## src/rtl/cache2way_pkg.sv

```systemverilog
package cache2way_pkg;
  typedef enum logic [1:0] {
    ST_IDLE   = 2'd0,
    ST_LOOKUP = 2'd1,
    ST_FETCH  = 2'd2,
    ST_FILL   = 2'd3
  } ctrlState_t;

  typedef struct packed {
    logic capture;
    logic hitTouch;
    logic missPick;
    logic fillByte;
    logic fillLast;
  } ctrlStrobe_t;
endpackage

```

## src/rtl/cache2way_dp.sv

```systemverilog
module cache2way_dp
  import cache2way_pkg::*;
#(
  parameter int TAG_W  = 4,
  parameter int SET_W  = 2,
  parameter int OFF_W  = 2,
  parameter int DATA_W = 8
) (
  input  logic                           clk,
  input  logic                           rstN,
  input  ctrlStrobe_t                    strobe,
  input  logic [TAG_W+SET_W+OFF_W-1:0]   reqAddr,
  input  logic [DATA_W-1:0]              memData,
  output logic                           lookupHit,
  output logic                           lastByte,
  output logic [TAG_W+SET_W+OFF_W-1:0]   blockAddr,
  output logic                           rspValid,
  output logic                           rspHit,
  output logic [DATA_W-1:0]              rspData
);
  localparam int ADDR_W = TAG_W + SET_W + OFF_W;
  localparam int SETS   = 1 << SET_W;
  localparam int BYTES  = 1 << OFF_W;
  localparam int WAYS   = 2;
  localparam logic [OFF_W-1:0] OFF_ONE  = OFF_W'(1);
  localparam logic [OFF_W-1:0] OFF_LAST = '1;

  logic [ADDR_W-1:0] curAddr;
  logic [TAG_W-1:0]  curTag;
  logic [SET_W-1:0]  curSet;
  logic [OFF_W-1:0]  curOff;

  assign curOff = curAddr[OFF_W-1:0];
  assign curSet = curAddr[OFF_W +: SET_W];
  assign curTag = curAddr[ADDR_W-1 -: TAG_W];

  logic [TAG_W-1:0]  tagMem  [SETS][WAYS];
  logic [DATA_W-1:0] dataMem [SETS][WAYS][BYTES];
  logic [WAYS-1:0]   validMem [SETS];
  logic [SETS-1:0]   lruBits;

  logic [WAYS-1:0]   wayHit;
  logic [DATA_W-1:0] wayByte [WAYS];

  generate
    for (genvar w = 0; w < WAYS; w++) begin : g_way
      assign wayHit[w]  = validMem[curSet][w] && (tagMem[curSet][w] == curTag);
      assign wayByte[w] = dataMem[curSet][w][curOff];
    end
  endgenerate

  logic              hitWay;
  logic [DATA_W-1:0] hitByte;
  assign lookupHit = |wayHit;
  assign hitWay    = wayHit[1];
  assign hitByte   = hitWay ? wayByte[1] : wayByte[0];

  logic [WAYS-1:0] setValid;
  logic            victimNext;
  assign setValid = validMem[curSet];
  always_comb begin
    if (!setValid[0])      victimNext = 1'b0;
    else if (!setValid[1]) victimNext = 1'b1;
    else                   victimNext = lruBits[curSet];
  end

  logic              victimWay;
  logic [OFF_W-1:0]  fillCnt;
  logic [DATA_W-1:0] missByte;

  assign lastByte  = (fillCnt == OFF_LAST);
  assign blockAddr = {curTag, curSet, {OFF_W{1'b0}}};

  always_ff @(posedge clk) begin
    if (!rstN) begin
      for (int s = 0; s < SETS; s++) validMem[s] <= '0;
      lruBits   <= '0;
      curAddr   <= '0;
      victimWay <= 1'b0;
      fillCnt   <= '0;
      missByte  <= '0;
      rspValid  <= 1'b0;
      rspHit    <= 1'b0;
      rspData   <= '0;
    end else begin
      rspValid <= 1'b0;
      if (strobe.capture) curAddr <= reqAddr;
      if (strobe.hitTouch) begin
        lruBits[curSet] <= ~hitWay;
        rspValid        <= 1'b1;
        rspHit          <= 1'b1;
        rspData         <= hitByte;
      end
      if (strobe.missPick) begin
        victimWay <= victimNext;
        fillCnt   <= '0;
      end
      if (strobe.fillByte) begin
        fillCnt <= fillCnt + OFF_ONE;
        if (fillCnt == curOff) missByte <= memData;
      end
      if (strobe.fillLast) begin
        validMem[curSet][victimWay] <= 1'b1;
        lruBits[curSet]             <= ~victimWay;
        rspValid                    <= 1'b1;
        rspHit                      <= 1'b0;
        rspData                     <= (fillCnt == curOff) ? memData : missByte;
      end
    end
  end

  always_ff @(posedge clk) begin
    if (strobe.fillByte) dataMem[curSet][victimWay][fillCnt] <= memData;
    if (strobe.fillLast) tagMem[curSet][victimWay] <= curTag;
  end

  assert_one_way_R4: assert property (@(posedge clk) disable iff (!rstN)
    strobe.hitTouch |-> $countones(wayHit) <= 1);

  assert_rsp_pulse_R3: assert property (@(posedge clk) disable iff (!rstN)
    rspValid |=> !rspValid);

  assert_fill_marks_valid_R6: assert property (@(posedge clk) disable iff (!rstN)
    strobe.fillLast |=> validMem[curSet][victimWay]);

  assert_invalid_way_first_R7: assert property (@(posedge clk) disable iff (!rstN)
    (strobe.missPick && setValid == 2'b01) |=> victimWay == 1'b1);
endmodule

```

## src/rtl/cache2way_ctrl.sv

```systemverilog
module cache2way_ctrl
  import cache2way_pkg::*;
(
  input  logic        clk,
  input  logic        rstN,
  input  logic        reqValid,
  input  logic        lookupHit,
  input  logic        lastByte,
  input  logic        memAck,
  input  logic        memDataValid,
  output ctrlStrobe_t strobe,
  output logic        reqReady,
  output logic        memReq
);
  ctrlState_t state, stateNext;

  always_comb begin
    strobe          = '0;
    strobe.capture  = (state == ST_IDLE) && reqValid;
    strobe.hitTouch = (state == ST_LOOKUP) && lookupHit;
    strobe.missPick = (state == ST_LOOKUP) && !lookupHit;
    strobe.fillByte = (state == ST_FILL) && memDataValid;
    strobe.fillLast = (state == ST_FILL) && memDataValid && lastByte;
  end

  always_comb begin
    stateNext = state;
    unique case (state)
      ST_IDLE:   if (reqValid) stateNext = ST_LOOKUP;
      ST_LOOKUP: stateNext = lookupHit ? ST_IDLE : ST_FETCH;
      ST_FETCH:  if (memAck) stateNext = ST_FILL;
      ST_FILL:   if (memDataValid && lastByte) stateNext = ST_IDLE;
      default:   stateNext = ST_IDLE;
    endcase
  end

  always_ff @(posedge clk) begin
    if (!rstN) state <= ST_IDLE;
    else       state <= stateNext;
  end

  assign reqReady = (state == ST_IDLE);
  assign memReq   = (state == ST_FETCH);

  assert_ack_starts_fill_R6: assert property (@(posedge clk) disable iff (!rstN)
    (memReq && memAck) |=> (!memReq && !reqReady));
endmodule

```

## src/rtl/cache2way.sv

```systemverilog
module cache2way
  import cache2way_pkg::*;
#(
  parameter int TAG_W  = 4,
  parameter int SET_W  = 2,
  parameter int OFF_W  = 2,
  parameter int DATA_W = 8
) (
  input  logic                         clk,
  input  logic                         rstN,
  input  logic                         reqValid,
  input  logic [TAG_W+SET_W+OFF_W-1:0] reqAddr,
  output logic                         reqReady,
  output logic                         rspValid,
  output logic                         rspHit,
  output logic [DATA_W-1:0]            rspData,
  output logic                         memReq,
  output logic [TAG_W+SET_W+OFF_W-1:0] memAddr,
  input  logic                         memAck,
  input  logic                         memDataValid,
  input  logic [DATA_W-1:0]            memData
);
  ctrlStrobe_t strobe;
  logic lookupHit;
  logic lastByte;

  cache2way_ctrl u_ctrl (
    .clk          (clk),
    .rstN         (rstN),
    .reqValid     (reqValid),
    .lookupHit    (lookupHit),
    .lastByte     (lastByte),
    .memAck       (memAck),
    .memDataValid (memDataValid),
    .strobe       (strobe),
    .reqReady     (reqReady),
    .memReq       (memReq)
  );

  cache2way_dp #(
    .TAG_W  (TAG_W),
    .SET_W  (SET_W),
    .OFF_W  (OFF_W),
    .DATA_W (DATA_W)
  ) u_dp (
    .clk       (clk),
    .rstN      (rstN),
    .strobe    (strobe),
    .reqAddr   (reqAddr),
    .memData   (memData),
    .lookupHit (lookupHit),
    .lastByte  (lastByte),
    .blockAddr (memAddr),
    .rspValid  (rspValid),
    .rspHit    (rspHit),
    .rspData   (rspData)
  );

  assert_fetch_held_R5: assert property (@(posedge clk) disable iff (!rstN)
    (memReq && !memAck) |=> (memReq && $stable(memAddr)));

  assert_no_rsp_in_fetch_R5: assert property (@(posedge clk) disable iff (!rstN)
    memReq |-> (!rspValid && !reqReady));
endmodule

```

## config.mk

```make
export PLATFORM = sky130hd
export DESIGN_NAME = cache2way
export DESIGN_NICKNAME = d
export VERILOG_FILES = /design/src/rtl/cache2way_pkg.sv /design/src/rtl/cache2way_dp.sv /design/src/rtl/cache2way_ctrl.sv /design/src/rtl/cache2way.sv
export SDC_FILE = /design/constraint.sdc
export NUM_CORES = 1
export LEC_CHECK = 0
export ABC_AREA = 1
export BUFFER_PORTS_ARGS = -buffer_cell sky130_fd_sc_hd__buf_4
export CELL_PAD_IN_SITES_DETAIL_PLACEMENT = 1
export CELL_PAD_IN_SITES_GLOBAL_PLACEMENT = 2
export CORE_UTILIZATION = 45
export DETAILED_ROUTE_END_ITERATION = 10
export GPL_TIMING_DRIVEN = 0
export PLACE_DENSITY_LB_ADDON = 0.1
export RECOVER_POWER = 25
export SYNTH_ARGS = -nofsm -noshare
export SYNTH_HDL_FRONTEND = slang
export SYNTH_SLANG_ARGS = --single-unit
```

## constraint.sdc

```tcl
create_clock -name clk -period 3.4 [get_ports clk]
set_input_delay 0.17 -clock clk [delete_from_list [all_inputs] [get_ports clk]]
set_output_delay 0.17 -clock clk [all_outputs]
set_load 0.02 [all_outputs]
```

==> impl_metrics.ini, run 1 <==
[critical_path]
cp.buffers_inverters = 6
arrival_ns = 3.48
path_max_fanout = 10
cp-endpoint = u_dp.rspData[2]
slowest_delay_ns = 0.58
critPathTopFamily = buffers and inverters
end_kind = register
slowest_stage = clkbuf_1
path_cells = buf_6, inv_4, buf_6, buf_6, clkbuf_1, o21ai_0, o211ai_1, nand3_1, nand2_1, nand2_1, nand2_1, nand2_1, nand3_1, nand2_1, inv_1
critical_path_class = reg -> reg
reg2reg_depth = 15
cpMostUsedCell = nand2_1
cp_num_cells = 15
rr_endpoint = u_dp.rspData[2]
cp-start-kind = register
critPathRequiredTime_ns = 3.87
r2r_slack_ns = 0.38

[clocking]
h-tree-depth = 2
cts-buffers-inserted = 38
cts_tree = yes
cts.repair.resized = 0
cts.clk_slew.worst_paths_ns = 0.06
clk_latency_ns = 0.52
clockBufferDepth = 3
root_buffer = clkbuf_16
clock_sinks = 333

[routing]
ant_nets = 0
vias = 10300
wl_per_cell_um = 25.1
drt-pass1-iter-count = 5
drc_errors = 0
drt_iter0_drc = 881
viasPerCell = 5.70
wl_mm = 45.4

[timing]
finClkSkew_ns = 0.00824
slew_violations = 204
worst_slew_margin_rel = -0.271
finalHoldViolations = 0
setup_viol = 0
min_period_ns = 3.02
period_share = 0.887
holdWs_ns = 0.0122
fmaxAchievable_mhz = 332
fin_setup_tns_ns = 0
tightest_slew_ns = 1.91
rsz0062_at_grt = false

[synthesis]
syn_area_um2 = 14100
ys_types = 36
synth_top_cell_by_area = edfxtp_1
ys_seq_area_frac = 0.684
ys_warn_count = 0
ys_seq_elements = 333
yosys-top-cells-area = edfxtp_1 63%, nor2_1 6.2%, o21ai_0 5.6%
syn_inst = 1298
yosys.area.top_type_share = 0.631
synth.avg_cell_area_um2 = 10.9

[global_routing]
antenna_found_initial = 0
grt_pass1_wl_mm = 66.1
grt_pass1_vias = 10400
grt_util_all_layers = 0.293
grt_max_degree = 34
gr-total-overflow = 0

[floorplanning]
ios = 41
start_util = 0.459
die_x_um = 179
rows = 64
fp.dieH_um = 179
core_um2 = 30700
die_area_um2 = 32000

[outcome]
violations = max-capacitance violations, max-slew violations
outcome = finished, violations left

[flow_run]
cap_violations = 6

[layout]
n_fill_cell = 3331
drive_above_1_share = 0.106
multi_input_area_um2 = 3700
nets = 1405
fin_cells = 1805
n_antenna_cell = 0
regArea_um2 = 9630
syn_to_final_growth_pct = 13.9

[power]
p_leak_nw = 5.80
p_per_area_nw_per_um2 = 642
vdd_ir_drop_max_v = 0.000423

[placement]
gp_congestion = 0.828
hpwl_mm = 30.5
port-buffer-count = 37
dpl.cell_count = 1732

[min_path]
hold_class = in -> reg
worst min-delay path: cells and delay by family:
kind / cells / cell delay [ns]
AOI/OAI and AO/OA: 2 / 0.24
buffers and inverters: 1 / 0.07
kinds of logic (layout without fill, tap and decap cells):
logic type | after synthesis | after routing | synth area share
buffers and inverters | 167 | 277 | 0.0538
other | 1 | 2 | 0.000266
muxes | 3 | 3 | 0.00240
AOI/OAI and AO/OA | 277 | 277 | 0.107
adders and majority gates | 4 | 4 | 0.00355
and+or+nand+nor | 513 | 513 | 0.150
DFF | 333 | 333 | 0.684
placed cells by master, fill, tap and decap left out, drive strengths merged:
cell and instances:
clkbuf 86, conb 2, edfxtp 296, clkinvlp 3, o21ai 170, nand4 1
o211ai 37, nand2 184, ha 4, mux2 3, buf 79, dlygate4sd3 4
nor3 1, dfxtp 37, a211oi 1, a21oi 65, bufinv 2, nor2 236
nand3 91, clkinv 19, o22ai 2, a21boi 1, inv 84, o21a 1
registers in the layout, indices dropped and copies added, names as in the netlist, named ones only:
| register | cells |
|---|---|
| u_dp.missByte | 8 |
| u_dp.validMem | 8 |
| u_dp.curAddr | 8 |
| u_dp.rspHit | 1 |
| u_dp.lruBits | 4 |
| u_dp.rspData | 8 |
| u_dp.rspValid | 1 |
| u_dp.dataMem | 256 |
| u_dp.victimWay | 1 |
| u_ctrl.state | 1 |
| u_dp.tagMem | 32 |
| u_dp.fillCnt | 2 |
worst min path at each step:
stage / startpoint / to / slack [ns] / cells past startpoint
floorplan: memData[0] / u_dp.dataMem[0][0] / 0.27 / 0
global placement: u_dp.missByte[5] / u_dp.missByte[5] / 0.45 / 2
detailed placement: u_dp.missByte[6] / u_dp.missByte[6] / 0.46 / 2
CTS: reqAddr[2] / register / 0.01 / 3
global route: reqAddr[1] / u_dp.curAddr[1] / 0.05 / 3
finish: reqAddr[2] / register / 0.01 / 3
where the power goes:
| group | switching (mW) | total, mW | internal (mW) | leakage [nW] |
|---|---|---|---|---|
| clock network | 1.65 | 3.90 | 2.26 | 0.567 |
| registers | 0.0564 | 4.57 | 4.51 | 2.98 |
| logic | 1.34 | 1.84 | 0.492 | 2.25 |
| total | 3.05 | 10.3 | 7.26 | 5.80 |
repair_timing:
item | CTS | global route
setup buffers | 0 | 0
hold buffers | 4 | 0
endpoints found under the hold margin | 4 | 0
setup endpoints to repair | 0 | 0
cell type report:
| type | count | area share |
|---|---|---|
| plain buffers | 81 | 0.0270 |
| clock buffers | 47 | 0.0627 |
| clock inverters | 22 | 0.0101 |
| inverters | 86 | 0.0203 |
| multi-input cells | 799 | 0.231 |
| flip-flops and latches | 333 | 0.600 |
| well taps | 396 | 0.0309 |
| repair buffers | 41 | 0.0184 |
cell usage after synthesis:
cell,number
edfxtp_1,296
nor2_1,232
nand2_1,178
o21ai_0,158
nand3_1,87
inv_1,78
a21oi_1,64
dfxtp_1,37
o211ai_1,37
clkbuf_1,33
buf_2,22
buf_4,14
o21ai_1,11
buf_1,6
buf_6,5
nand2_2,5
ha_1,4
inv_2,4
clkinv_1,3
mux2_2,3
nand3_2,3
nor2_2,3
o22ai_1,2
a211oi_1,1
a21boi_0,1
a21oi_4,1
buf_8,1
conb_1,1
inv_4,1
nand2_4,1
nand3_4,1
nand4_1,1
nor2_4,1
nor3_1,1
o21a_1,1
o21ai_2,1
per-layer routing:
metal | wire, um | GRT usage | vias up
met4 | 1800 | 0.121 | 0
met2 | 20800 | 0.457 | 360
met1 | 19900 | 0.409 | 5175
met5 | 0 | 0 | -
li1 | - | - | 4671
met3 | 2930 | 0.0426 | 90
per-stage QoR:
| stage | area [um^2] | util | power [mW] | setup slack (ns) |
|---|---|---|---|---|
| floorplan | 14100 | - | 5.67 | 1.34 |
| global placement | 14900 | 0.485 | 6.42 | 0.518 |
| detailed placement | 14900 | 0.485 | 6.46 | 0.477 |
| CTS | 16100 | 0.524 | 10.3 | 0.452 |
| global route | 16000 | 0.523 | 10.6 | 0.251 |
| finish | 16000 | 0.523 | 10.3 | 0.384 |
Note: power is estimated with default switching activity, not from simulation.
==> run 2, diff against run 1 <==
Settings changed: CTS_BUF_LIST set to sky130_fd_sc_hd__clkbuf_16.
==> impl_metrics.ini, run 2 (synthesized netlist as in run 1, its figures left out) <==
[floorplanning]
fp.dieH_um = 179
ios = 41
start_util = 0.459
die_area_um2 = 32000
die_x_um = 179
rows = 64
core_um2 = 30700

[clocking]
cts-buffers-inserted = 38
cts.repair.resized = 0
clock_sinks = 333
cts.clk_slew.worst_paths_ns = 0.06
clockBufferDepth = 3
h-tree-depth = 2
root_buffer = clkbuf_16
clk_latency_ns = 0.53
cts_tree = yes

[global_routing]
use_met1 = 0.409
met3_usage = 0.0426
antenna_found_initial = 0
grt_pass1_wl_mm = 66.1
top_usage_layer = met2
gr-total-overflow = 0
grt_max_degree = 34
grt_pass1_vias = 10400
grt_util_all_layers = 0.293
grt_use_met2 = 0.457

[power]
swShare = 0.296
power.total_mw = 10.3
pwr-share-seq = 0.444
clockPowerShare = 0.378
power.internal_mw = 7.24
p_leak_nw = 5.83
switchingPower_mw = 3.05
p_comb_frac = 0.178
p_per_area_nw_per_um2 = 641
vdd_ir_drop_max_v = 0.000421

[layout]
largestRegisters = u_dp.dataMem x256, u_dp.tagMem x32
n_antenna_cell = 0
drive_above_1_share = 0.106
top_register = u_dp.dataMem
final_cell_mix = 296 x edfxtp_1, 232 x nor2_1, 178 x nand2_1, 158 x o21ai_0, 87 x nand3_1
largest_reg_flops = 256
final_common_cell = edfxtp_1
nets = 1405
fin_cells = 1805
syn_to_final_growth_pct = 13.9
fin_area_um2 = 16000

[min_path]
hold_class = in -> reg
hold_depth = 3
hold_start = reqAddr[2]

[critical_path]
rr_endpoint = u_dp.rspData[1]
critPathTopFamily = buffers and inverters
slowest_stage = clkbuf_1
path_max_fanout = 10
critPathRequiredTime_ns = 3.86
end_kind = register
arrival_ns = 3.45
path_cells = buf_6, inv_4, buf_6, buf_6, clkbuf_1, nor2_1, o21ai_0, nand2_1, nand3_1, nand2_1, nand2_1, nand3_1, nand2_1, nor2_1, nor2_1
reg2reg_depth = 15
cpMostUsedCell = nand2_1
r2r_slack_ns = 0.41
slowest_delay_ns = 0.61
critical_path_class = reg -> reg
cp-start-kind = register
cp.buffers_inverters = 5

[outcome]
outcome = finished, violations left
violations = max-capacitance violations, max-slew violations

[timing]
period_share = 0.879
worst_slew_margin_rel = -0.261
rsz0062_at_grt = false
holdWs_ns = 0.0115
slew_violations = 204
tightest_slew_ns = 1.89
fin_setup_tns_ns = 0
finalHoldViolations = 0
finClkSkew_ns = 0.00927
setup_viol = 0
min_period_ns = 2.99
fmaxAchievable_mhz = 334

[routing]
drc_errors = 0
viasPerCell = 5.72
wl_per_cell_um = 25.2
drt-pass1-iter-count = 5
ant_nets = 0
wl_mm = 45.4
vias = 10300
drt_iter0_drc = 983

[placement]
dpl.cell_count = 1732
placed_area_um2 = 14900
gp_congestion = 0.828
port-buffer-count = 37
hpwl_mm = 30.5

[flow_run]
cap_violations = 6
==> run 2: cell types whose count changed in the layout (fill, tap and decap cells not counted), sizes merged <==
| cell | change |
|---|---|
| clkbuf | -8 |
| inv | +8 |
==> run 2: power groups by stage <==
stage / combinational, mW / clock [mW] / sequential [mW]
after floorplan: 1.04 / 0 / 4.64
after global placement: 1.77 / 0 / 4.65
after detailed placement: 1.81 / 0 / 4.65
after CTS: 1.83 / 3.91 / 4.57
after global routing: 1.98 / 4.05 / 4.58
final: 1.83 / 3.88 / 4.57
==> run 2: worst register-to-register path, stage by stage (launching register included) <==
cell and delay (ns):
dfxtp_1 0.31, buf_6 0.15, inv_4 0.07, buf_6 0.17
buf_6 0.17, clkbuf_1 0.61, nor2_1 0.08, o21ai_0 0.61
nand2_1 0.11, nand3_1 0.15, nand2_1 0.09, nand2_1 0.06
nand3_1 0.11, nand2_1 0.13, nor2_1 0.06, nor2_1 0.07
==> run 2: final cells by class <==
| type | count | area (um^2) |
|---|---|---|
| fill | 3331 | 14600 |
| clock inverter | 30 | 191 |
| timing repair buffer | 41 | 295 |
| buffer | 81 | 433 |
| tap | 396 | 495 |
| sequential | 333 | 9630 |
| inverter | 86 | 325 |
| clock buffer | 39 | 976 |
| multi-input combinational | 799 | 3700 |
==> run 2: metrics by stage <==
stage	setup WS, ns	utilization
2_1_floorplan	1.34	-
3_3_place_gp	0.518	0.485
3_5_place_dp	0.477	0.485
4_1_cts	0.452	0.524
5_1_grt	0.251	0.523
6_report	0.410	0.523
==> run 2: routing by layer <==
| layer | vias to the layer above | wire length, um |
|---|---|---|
| met3 | 92 | 2920 |
| li1 | 4662 | - |
| met4 | 0 | 1820 |
| met2 | 347 | 20700 |
| met5 | - | 0 |
| met1 | 5231 | 20000 |
==> run 2: how the worst max path moves through the flow <==
stage	to	start	cells past startpoint
floorplan	u_dp.validMem[0][0]	u_ctrl.state[0]	10
global placement	u_dp.rspData[1]	register	15
detailed placement	u_dp.rspData[5]	register	15
CTS	u_dp.rspData[5]	register	15
global route	u_dp.rspData[1]	register	15
finish	u_dp.rspData[1]	register	15
==> run 2: repair_timing <==
| item | CTS | global route |
|---|---|---|
| hold endpoints to repair | 4 | 0 |
| hold buffers | 4 | 0 |
| setup buffers | 0 | 0 |
